$ cat config.mk
export PLATFORM = sky130hd
export DESIGN_NAME = pfx_agu_top
export DESIGN_NICKNAME = d
export VERILOG_FILES = /design/src/rtl/pfx_agu_pkg.sv /design/src/rtl/pfx_kreg.sv /design/src/rtl/pfx_imm_build.sv /design/src/rtl/pfx_addr_gen.sv /design/src/rtl/pfx_out_stage.sv /design/src/rtl/pfx_agu_top.sv
export SDC_FILE = /design/constraint.sdc
export NUM_CORES = 1
export LEC_CHECK = 0
export BUFFER_PORTS_ARGS = -buffer_cell sky130_fd_sc_hd__buf_2
export CAP_MARGIN = 20
export CORE_MARGIN = 1.5
export CORE_UTILIZATION = 59
export DETAILED_ROUTE_END_ITERATION = 12
export GPL_ROUTABILITY_DRIVEN = 0
export GPL_TIMING_DRIVEN = 0
export PLACE_DENSITY_LB_ADDON = 0.05
export SYNTH_ARGS = -nofsm -noshare
export SYNTH_HDL_FRONTEND = slang
export SYNTH_HIERARCHICAL = 1
export SYNTH_SLANG_ARGS = --single-unit
$ cat constraint.sdc
create_clock -name clk -period 6.19 [get_ports clk]
set_input_delay 0.3095 -clock clk [delete_from_list [all_inputs] [get_ports clk]]
set_output_delay 0.3095 -clock clk [all_outputs]
set_load 0.02 [all_outputs]
$ cat src/rtl/pfx_agu_pkg.sv
package pfx_agu_pkg;
  localparam int DATA_W   = 32;
  localparam int K_W      = 11;
  localparam int SIMM_W   = 5;
  localparam int STK_W    = 8;
  localparam int RIDX_W   = 5;
  localparam int PSEL_W   = 2;
  localparam int SCALE_SH = 2;
  localparam int SP_IDX   = 14;
  localparam int PTR_BASE = 16;

  typedef enum logic [2:0] {
    OP_NONE  = 3'd0,
    OP_PFX   = 3'd1,
    OP_MOVI  = 3'd2,
    OP_MOVHI = 3'd3,
    OP_ALUI  = 3'd4,
    OP_LDST  = 3'd5,
    OP_PTR   = 3'd6,
    OP_STK   = 3'd7
  } op_e;
endpackage

$ cat src/rtl/pfx_kreg.sv
module pfx_kreg
  import pfx_agu_pkg::*;
#(
  parameter int KW = K_W
) (
  input  logic          clk,
  input  logic          rst_n,
  input  logic          fire,
  input  op_e           op,
  input  logic [KW-1:0] payload,
  output logic          pend,
  output logic [KW-1:0] kval
);
  always_ff @(posedge clk) begin
    if (!rst_n) begin
      pend <= 1'b0;
      kval <= '0;
    end else if (fire) begin
      if (op == OP_PFX) begin
        pend <= 1'b1;
        kval <= payload;
      end else begin
        pend <= 1'b0;
      end
    end
  end

  assert_consume_clears_R1: assert property (@(posedge clk) disable iff (!rst_n)
    (fire && op != OP_PFX) |=> !pend);

  assert_pfx_overwrites_R2: assert property (@(posedge clk) disable iff (!rst_n)
    (fire && op == OP_PFX) |=> (pend && kval == $past(payload)));
endmodule

$ cat src/rtl/pfx_imm_build.sv
module pfx_imm_build
  import pfx_agu_pkg::*;
#(
  parameter int DW = DATA_W,
  parameter int KW = K_W,
  parameter int SW = SIMM_W
) (
  input  op_e           op,
  input  logic          pend,
  input  logic [KW-1:0] kval,
  input  logic [SW-1:0] imm5,
  output logic [DW-1:0] imm
);
  localparam int VW = KW + SW;
  localparam int HALF = DW / 2;

  logic [VW-1:0] merged;

  always_comb begin
    merged = pend ? {kval, imm5} : {{KW{1'b0}}, imm5};
    case (op)
      OP_MOVI, OP_ALUI: imm = {{(DW-VW){1'b0}}, merged};
      OP_MOVHI:         imm = {merged, {(HALF-(VW-HALF)-(HALF-VW+HALF-HALF)){1'b0}}} << 0;
      default:          imm = '0;
    endcase
  end
endmodule

$ cat src/rtl/pfx_addr_gen.sv
module pfx_addr_gen
  import pfx_agu_pkg::*;
#(
  parameter int DW  = DATA_W,
  parameter int KW  = K_W,
  parameter int SW  = SIMM_W,
  parameter int TW  = STK_W,
  parameter int IW  = RIDX_W,
  parameter int PW  = PSEL_W,
  parameter int SH  = SCALE_SH
) (
  input  logic          clk,
  input  logic          rst_n,
  input  logic          act,
  input  op_e           op,
  input  logic          pend,
  input  logic [KW-1:0] kval,
  input  logic [SW-1:0] imm5,
  input  logic [TW-1:0] imm8,
  input  logic [PW-1:0] psel,
  input  logic [IW-1:0] rb_idx,
  input  logic [DW-1:0] base,
  output logic [IW-1:0] base_idx,
  output logic [DW-1:0] ea
);
  localparam int VW = KW + SW;
  localparam logic [IW-1:0] SP_I = IW'(SP_IDX);
  localparam logic [IW-1:0] PB_I = IW'(PTR_BASE);

  logic [DW-1:0] k_sx, v_sx, i5_zx, i8_zx, words;

  always_comb begin
    k_sx  = {{(DW-KW){kval[KW-1]}}, kval};
    v_sx  = {{(DW-VW){kval[KW-1]}}, kval, imm5};
    i5_zx = {{(DW-SW){1'b0}}, imm5};
    i8_zx = {{(DW-TW){1'b0}}, imm8};
    base_idx = '0;
    words    = '0;
    case (op)
      OP_LDST: begin
        base_idx = rb_idx;
        words    = pend ? k_sx : '0;
      end
      OP_PTR: begin
        base_idx = PB_I + IW'(psel);
        words    = pend ? v_sx : i5_zx;
      end
      OP_STK: begin
        base_idx = SP_I;
        words    = i8_zx;
      end
      default: ;
    endcase
    if (op == OP_LDST || op == OP_PTR || op == OP_STK)
      ea = base + (words << SH);
    else
      ea = '0;
  end

  logic [DW-1:0] stk_delta;
  assign stk_delta = ea - base;

  assert_stack_window_R8: assert property (@(posedge clk) disable iff (!rst_n)
    (act && op == OP_STK) |-> (stk_delta[SH-1:0] == '0 && stk_delta < (DW'(1) << (TW + SH))));

  assert_ptr_bank_R6: assert property (@(posedge clk) disable iff (!rst_n)
    (act && op == OP_PTR) |-> (base_idx >= PB_I && base_idx < PB_I + IW'(1 << PW)));
endmodule

$ cat src/rtl/pfx_out_stage.sv
module pfx_out_stage
  import pfx_agu_pkg::*;
#(
  parameter int DW = DATA_W
) (
  input  logic          clk,
  input  logic          rst_n,
  input  logic          load,
  input  logic [DW-1:0] imm_d,
  input  logic [DW-1:0] ea_d,
  input  logic          out_ready,
  output logic          out_valid,
  output logic [DW-1:0] out_imm,
  output logic [DW-1:0] out_addr,
  output logic          can_take
);
  assign can_take = !out_valid || out_ready;

  always_ff @(posedge clk) begin
    if (!rst_n) begin
      out_valid <= 1'b0;
      out_imm   <= '0;
      out_addr  <= '0;
    end else if (load) begin
      out_valid <= 1'b1;
      out_imm   <= imm_d;
      out_addr  <= ea_d;
    end else if (out_ready) begin
      out_valid <= 1'b0;
    end
  end

  assert_hold_when_stalled_R9: assert property (@(posedge clk) disable iff (!rst_n)
    (out_valid && !out_ready) |=> (out_valid && $stable(out_imm) && $stable(out_addr)));
endmodule

$ cat src/rtl/pfx_agu_top.sv
module pfx_agu_top
  import pfx_agu_pkg::*;
#(
  parameter int DW = DATA_W,
  parameter int KW = K_W,
  parameter int SW = SIMM_W,
  parameter int TW = STK_W,
  parameter int IW = RIDX_W,
  parameter int PW = PSEL_W
) (
  input  logic          clk,
  input  logic          rst_n,
  input  logic          in_valid,
  output logic          in_ready,
  input  logic [2:0]    in_op,
  input  logic [KW-1:0] in_imm11,
  input  logic [SW-1:0] in_imm5,
  input  logic [TW-1:0] in_imm8,
  input  logic [PW-1:0] in_ptr_sel,
  input  logic [IW-1:0] in_rb_idx,
  output logic [IW-1:0] rf_base_idx,
  input  logic [DW-1:0] in_base,
  output logic          out_valid,
  input  logic          out_ready,
  output logic [DW-1:0] out_imm,
  output logic [DW-1:0] out_addr
);
  op_e           op;
  logic          fire, pend, emit;
  logic [KW-1:0] kval;
  logic [DW-1:0] imm_w, ea_w;

  assign op   = op_e'(in_op);
  assign fire = in_valid && in_ready;
  assign emit = fire && (op != OP_PFX);

  pfx_kreg #(.KW(KW)) u_kreg (
    .clk(clk), .rst_n(rst_n), .fire(fire), .op(op),
    .payload(in_imm11), .pend(pend), .kval(kval)
  );

  pfx_imm_build #(.DW(DW), .KW(KW), .SW(SW)) u_imm (
    .op(op), .pend(pend), .kval(kval), .imm5(in_imm5), .imm(imm_w)
  );

  pfx_addr_gen #(.DW(DW), .KW(KW), .SW(SW), .TW(TW), .IW(IW), .PW(PW), .SH(SCALE_SH)) u_ag (
    .clk(clk), .rst_n(rst_n), .act(in_valid), .op(op), .pend(pend), .kval(kval),
    .imm5(in_imm5), .imm8(in_imm8), .psel(in_ptr_sel), .rb_idx(in_rb_idx),
    .base(in_base), .base_idx(rf_base_idx), .ea(ea_w)
  );

  pfx_out_stage #(.DW(DW)) u_out (
    .clk(clk), .rst_n(rst_n), .load(emit), .imm_d(imm_w), .ea_d(ea_w),
    .out_ready(out_ready), .out_valid(out_valid), .out_imm(out_imm),
    .out_addr(out_addr), .can_take(in_ready)
  );

  assert_pfx_silent_R9: assert property (@(posedge clk) disable iff (!rst_n)
    (fire && op == OP_PFX && out_ready) |=> !out_valid);

  assert_stall_blocks_input_R9: assert property (@(posedge clk) disable iff (!rst_n)
    (out_valid && !out_ready) |-> !in_ready);
endmodule

# == Yosys cells after proc, flatten, opt, wreduce, memory -nomap -nowiden ==
# Cells that the tools add are included.
# totals
out_inout_bits,71
reg_bits,77
# classes
reduce_logical,9
mux,10
n_addsub,2
eq_ne,8
# op_table
cell,count
case mux 30 bit (3 select lines),1
case mux 32 bit (2 select lines),1
two-way mux 30 bit,2
adder 32 bit,1
two-way mux 32 bit,1
two-way mux 16 bit,1
case mux 5 bit (3 select lines),1
"equality test 3 bit, second input constant",4
"equality test 3 x 2 -> 1 bit, second input constant",2
"adder 5 x 2 -> 5 bit, first input constant",1
"equality test 3 x 1 -> 1 bit, second input constant",1
logical OR 1 bit,3
two-way mux 1 bit,3
"!= test 3 x 1 -> 1 bit, second input constant",1
logical AND 1 bit,2
AND reduction 2 bit,1
nonzero test 2 bit,1
OR reduction 2 bit,1
zero test 1 bit,1

# == Logic depth before layout (Yosys ltp) ==
# depth
ltp_word,5
depth_mapped,17
ltp_nobuf,15

# == Cells and area by module ==
# The synthesis kept the hierarchy.
# modules_own_cells
mod,cells_each,area_each_um2,seq_area_each_um2,instances
pfx_out_stage,210,2506.2,1301.2,1
pfx_addr_gen,351,2321.0,0.0,1
pfx_kreg,51,493.0,240.2,1
pfx_imm_build,40,276.5,0.0,1
pfx_agu_top,3,18.8,0.0,1

# == Worst setup path before layout ==
# Ideal clock, no wire load.
# synth_timing
kind,in2reg
start,input in_op[0]
end,register u_out.out_addr[28]
required_time_ps,6074
arrival_ps,3374
setup_ps,116
cell_stages,17
slack_ps,2700
cell_sequence,clkbuf_1 > nor2b_1 > clkbuf_1 > a32oi_1 > nor2b_1 > ha_1 > inv_1 > fa_1 > and2b_1 > o2111ai_1 > a21oi_1 > o21ai_2 > nor4b_1 > o21ai_0 > nor3b_2 > mux2i_1 > nor2b_1
# synth_via
elab_chain_cells,4
word_cells_on_any_way,10
# synth_rtl
element,line,rtl
start: declaration,pfx_agu_top.sv:15,"input logic [2:0] in_op,"
equality test 3 bit,"pfx_addr_gen.sv:39, pfx_addr_gen.sv:54",
case mux 30 bit (3 select lines) / logical OR 1 bit (equally long branches),"pfx_addr_gen.sv:39, pfx_addr_gen.sv:54",
adder 32 bit / logical OR 1 bit (equally long branches),"pfx_addr_gen.sv:55, pfx_addr_gen.sv:54",
two-way mux 32 bit *,pfx_addr_gen.sv:54,if (op == OP_LDST || op == OP_PTR || op == OP_STK)
net ea_w[28],pfx_agu_top.sv:31,"logic [DW-1:0] imm_w, ea_w;"
end signal: assignment,pfx_out_stage.sv:23,out_addr <= '0;
end signal: assignment,pfx_out_stage.sv:27,out_addr <= ea_d;
end: declaration,pfx_out_stage.sv:14,"output logic [DW-1:0] out_addr,"
# The timed path passes the listed nets; every way through them passes the cells marked *.
# A chain may end at the register's enable or synchronous reset.

# == Worst setup path after layout ==
# Same ends and word-level chain as after synthesis.

==> flow_summary.ini <==
[detailed_routing]
avgViaCountPerCell = 5.710
ant_nets = 0
drt_wl_total_um = 15260
drc = 0
initialDrtViolationCount = 377
wl_per_cell_um = 16.23
vias = 5367
dr.pass1.iters = 5

[power]
power_switching_mw = 0.3522
swShare_pct = 31.26
p_int_mw = 0.7744
pwr-share-seq_pct = 45.7
p_leak_nw = 3.056
ir_drop_mv = 0.1246
p_per_area_nw_per_um2 = 169.0
pwr-share-clk_pct = 33.2
p_comb_share_pct = 21.2

[critical_path]
required_ps = 6430
crit_start = in_op[0]
crit_type = primary input to register
cp-start-kind = primary input
cp_common_cell = nor2b_1
rrSetupSlack_ps = 2270
cp_data_arrival_time_ps = 4480
worstPathMaxFanout = 10
reg2reg_to = u_out/out_addr[28]
rr_startpoint = u_kreg/pend
cp_slowest_cell = nor4b_1
rr_worst_depth = 15
cp-end-kind = register
cp.depth = 18
slowest_delay_ps = 440
crit_end = u_out/out_addr[28]
cp_cell_sequence = buf_2 > clkbuf_1 > nor2b_1 > clkbuf_1 > a32oi_1 > nor2b_1 > ha_1 > inv_1 > fa_1 > and2b_1 > o2111ai_1 > a21oi_1 > o21ai_2 > nor4b_1 > o21ai_0 > nor3b_2 > mux2i_1 > nor2b_1
cp_top_family = simple AND/OR/NAND/NOR gates
path_buf_inv = 4

[timing]
tightest_slew_ps = 1038
whs_ps = 192.0
min_period_over_period_pct = 68.55
final.setup.tns_ps = 0
fin_skew_ps = 16.71
fin_crit_ps = 4243
max_slew_margin_pct = 30.35
finalHoldViolCount = 0
rsz0062_at_grt = no
setup_violations = 0
report.final.slew_viol_count = 0
clock.fmax_mhz = 235.7

[yosys]
synthesis.area_um2 = 5615
ys_warn_count = 6
synthFlopType = dfxtp_1
synth_top_area_share_pct = 27.45
yosysSeqAreaShare_pct = 27.45
synth_nets = 755
synth_seq_cells = 77
synth_area_leaders = dfxtp_1, mux2i_1, nor2b_1, ha_1, nand2_1
postSynth.asyncResetShare_pct = 0
yosysTopAreaCell = dfxtp_1
synth.avg_cell_area_um2 = 8.573
synth.distinct_cells = 73
synth-edff-count = 0
synth_cells = 655

[global_routing]
grt-ovfl-total = 0
grt_max_degree = 16
grt_pass1_vias = 5107
grtUsageTotal_pct = 30.66
grt_pass1_wl_um = 24480
antenna_found_initial = 0

[cells_and_area]
fill_cells = 763
utilization_pct = 72.16
synthToLayoutAreaGrowth_pct = 18.74
final_cell_area_um2 = 6668
diodes = 0
drive_gt1_share_pct = 24.54
nets = 906
instances_no_fill = 940

[clock_tree]
cts.clk_slew.worst_paths_ps = 100
clk_latency_ps = 360
hold_buffers = 0
cts_tree = built
cts_buffers = 9
cts_buffer_depth = 2
clkSinkCount = 77
postCtsResizedCells = 0
cts_max_level = 3
root_buffer = clkbuf_8
cts_setup_buffers = 0

[run]
cap_violations = 0

[status]
status = completed

[die]
start_util_pct = 60.77
die_h_um = 100.6
io_pins = 141
core_area_um2 = 9240
die_x_um = 100.6
rows = 35
die_area_um2 = 10110

[placed_design]
dpl-instance-area_um2 = 6477
dpl.hpwl_um = 11760
port_buffers = 140
dp.cells = 924

[min_path]
hold_class = primary input to register
==> registers in the layout (all words and copies together) (netlist names) <==
register         cells
u_out/out_valid      1
u_out/out_addr      32
u_out/out_imm       32
u_kreg/kval         11
u_kreg/pend          1
==> layout by cell type (no fill, tap or decap), types with 5 or more instances in the layout <==
cell / Yosys / layout
buf_2: 11 / 151
nor2b_1: 78 / 78
dfxtp_1: 77 / 77
mux2i_1: 76 / 76
nand2_1: 63 / 63
nor2_1: 40 / 40
a21oi_1: 29 / 29
ha_1: 29 / 29
and2_1: 22 / 22
clkbuf_1: 20 / 20
and3_1: 17 / 17
xnor2_1: 14 / 14
a21o_1: 13 / 13
o21a_1: 12 / 12
o21ai_0: 11 / 11
nand3_1: 11 / 11
clkbuf_8: 0 / 10
nor3_1: 10 / 10
inv_1: 8 / 8
o21ai_1: 8 / 8
xor2_1: 8 / 8
o21bai_1: 7 / 7
nand4_1: 6 / 6
buf_12: 6 / 6
mux2_2: 5 / 5
a32oi_1: 5 / 5
nor3b_1: 5 / 5
==> area by class of cell <==
| class | instances | area, um2 | share of cell area [%] |
|---|---|---|---|
| tap | 129 | 161.4 | 2.421 |
| multi-input combinational | 527 | 3745 | 56.16 |
| clock buffer | 10 | 137.6 | 2.064 |
| timing repair buffer | 140 | 700.7 | 10.51 |
| clock inverter | 6 | 52.55 | 0.7881 |
| buffer | 42 | 295.3 | 4.429 |
| sequential | 77 | 1541 | 23.12 |
| inverter | 9 | 33.78 | 0.5067 |
==> kinds of logic (layout without fill, tap and decap cells) <==
kind of cell / Yosys count / count (layout) / synth area share, %
AOI/OAI and AO/OA: 120 / 120 / 15.06
adders and majority gates: 30 / 30 / 6.818
and+or+nand+nor: 273 / 273 / 26.54
xor gates and xnor gates: 23 / 23 / 3.721
buffers and inverters: 51 / 207 / 5.860
muxes: 81 / 81 / 14.55
DFF: 77 / 77 / 27.45
==> Yosys cell counts, drive strengths merged (7+ instances only) <==
| library cell | count |
|---|---|
| nor2 | 41 |
| o21bai | 7 |
| mux2i | 76 |
| nor3 | 11 |
| xnor2 | 14 |
| and2 | 22 |
| o21ai | 20 |
| nand2 | 63 |
| clkbuf | 20 |
| inv | 9 |
| a21o | 13 |
| nand3 | 11 |
| buf | 22 |
| o21a | 12 |
| xor2 | 9 |
| a21oi | 30 |
| dfxtp | 77 |
| and3 | 17 |
| ha | 29 |
| nor2b | 78 |
==> stage by stage <==
| step | setup slack, ps | power (mW) |
|---|---|---|
| 4_1_cts | 2058 | 1.134 |
| 3_5_place_dp | 1743 | 0.7609 |
| 6_report | 1947 | 1.127 |
| 2_1_floorplan | 2700 | 0.6887 |
| 3_3_place_gp | 1924 | 0.7550 |
| 5_1_grt | 1644 | 1.177 |
==> power groups by stage <==
stage	clock network (mW)	registers, mW	logic (mW)
floorplan	0	0.536	0.153
global placement	0	0.526	0.229
detailed placement	0	0.526	0.235
CTS	0.384	0.515	0.236
global route	0.402	0.516	0.259
finish	0.374	0.515	0.238
==> how the worst min path moves through the flow <==
stage	from	endpoint	slack, ps	depth (start not counted)
2_1_floorplan	in_imm11[2]	u_kreg/kval[2]	450	2
3_3_place_gp	u_out/out_imm[2]	u_out/out_imm[2]	490	2
3_5_place_dp	u_out/out_addr[16]	u_out/out_addr[16]	500	2
4_1_cts	in_imm11[5]	u_kreg/kval[5]	180	3
5_1_grt	in_imm11[5]	u_kreg/kval[5]	180	3
6_report	in_imm11[0]	u_kreg/kval[0]	190	3
==> worst reg2reg max path: cells and delay by family, from the launching register on <==
kind            cells  cell delay [ps]
flops               1              490
buf+inv             2              430
fa+ha+maj           2              550
compound gates      5             1050
simple gates        5             1100
mux                 1              180
==> routing by layer <==
layer,up-vias,wire length (um),GRT usage (%)
met3,39,1049,6.241
met5,-,0,0
met2,217,7059,49.82
met1,2512,6729,39.97
met4,0,422,12.13
li1,2599,-,-
Power figures use the tool's default switching activity.
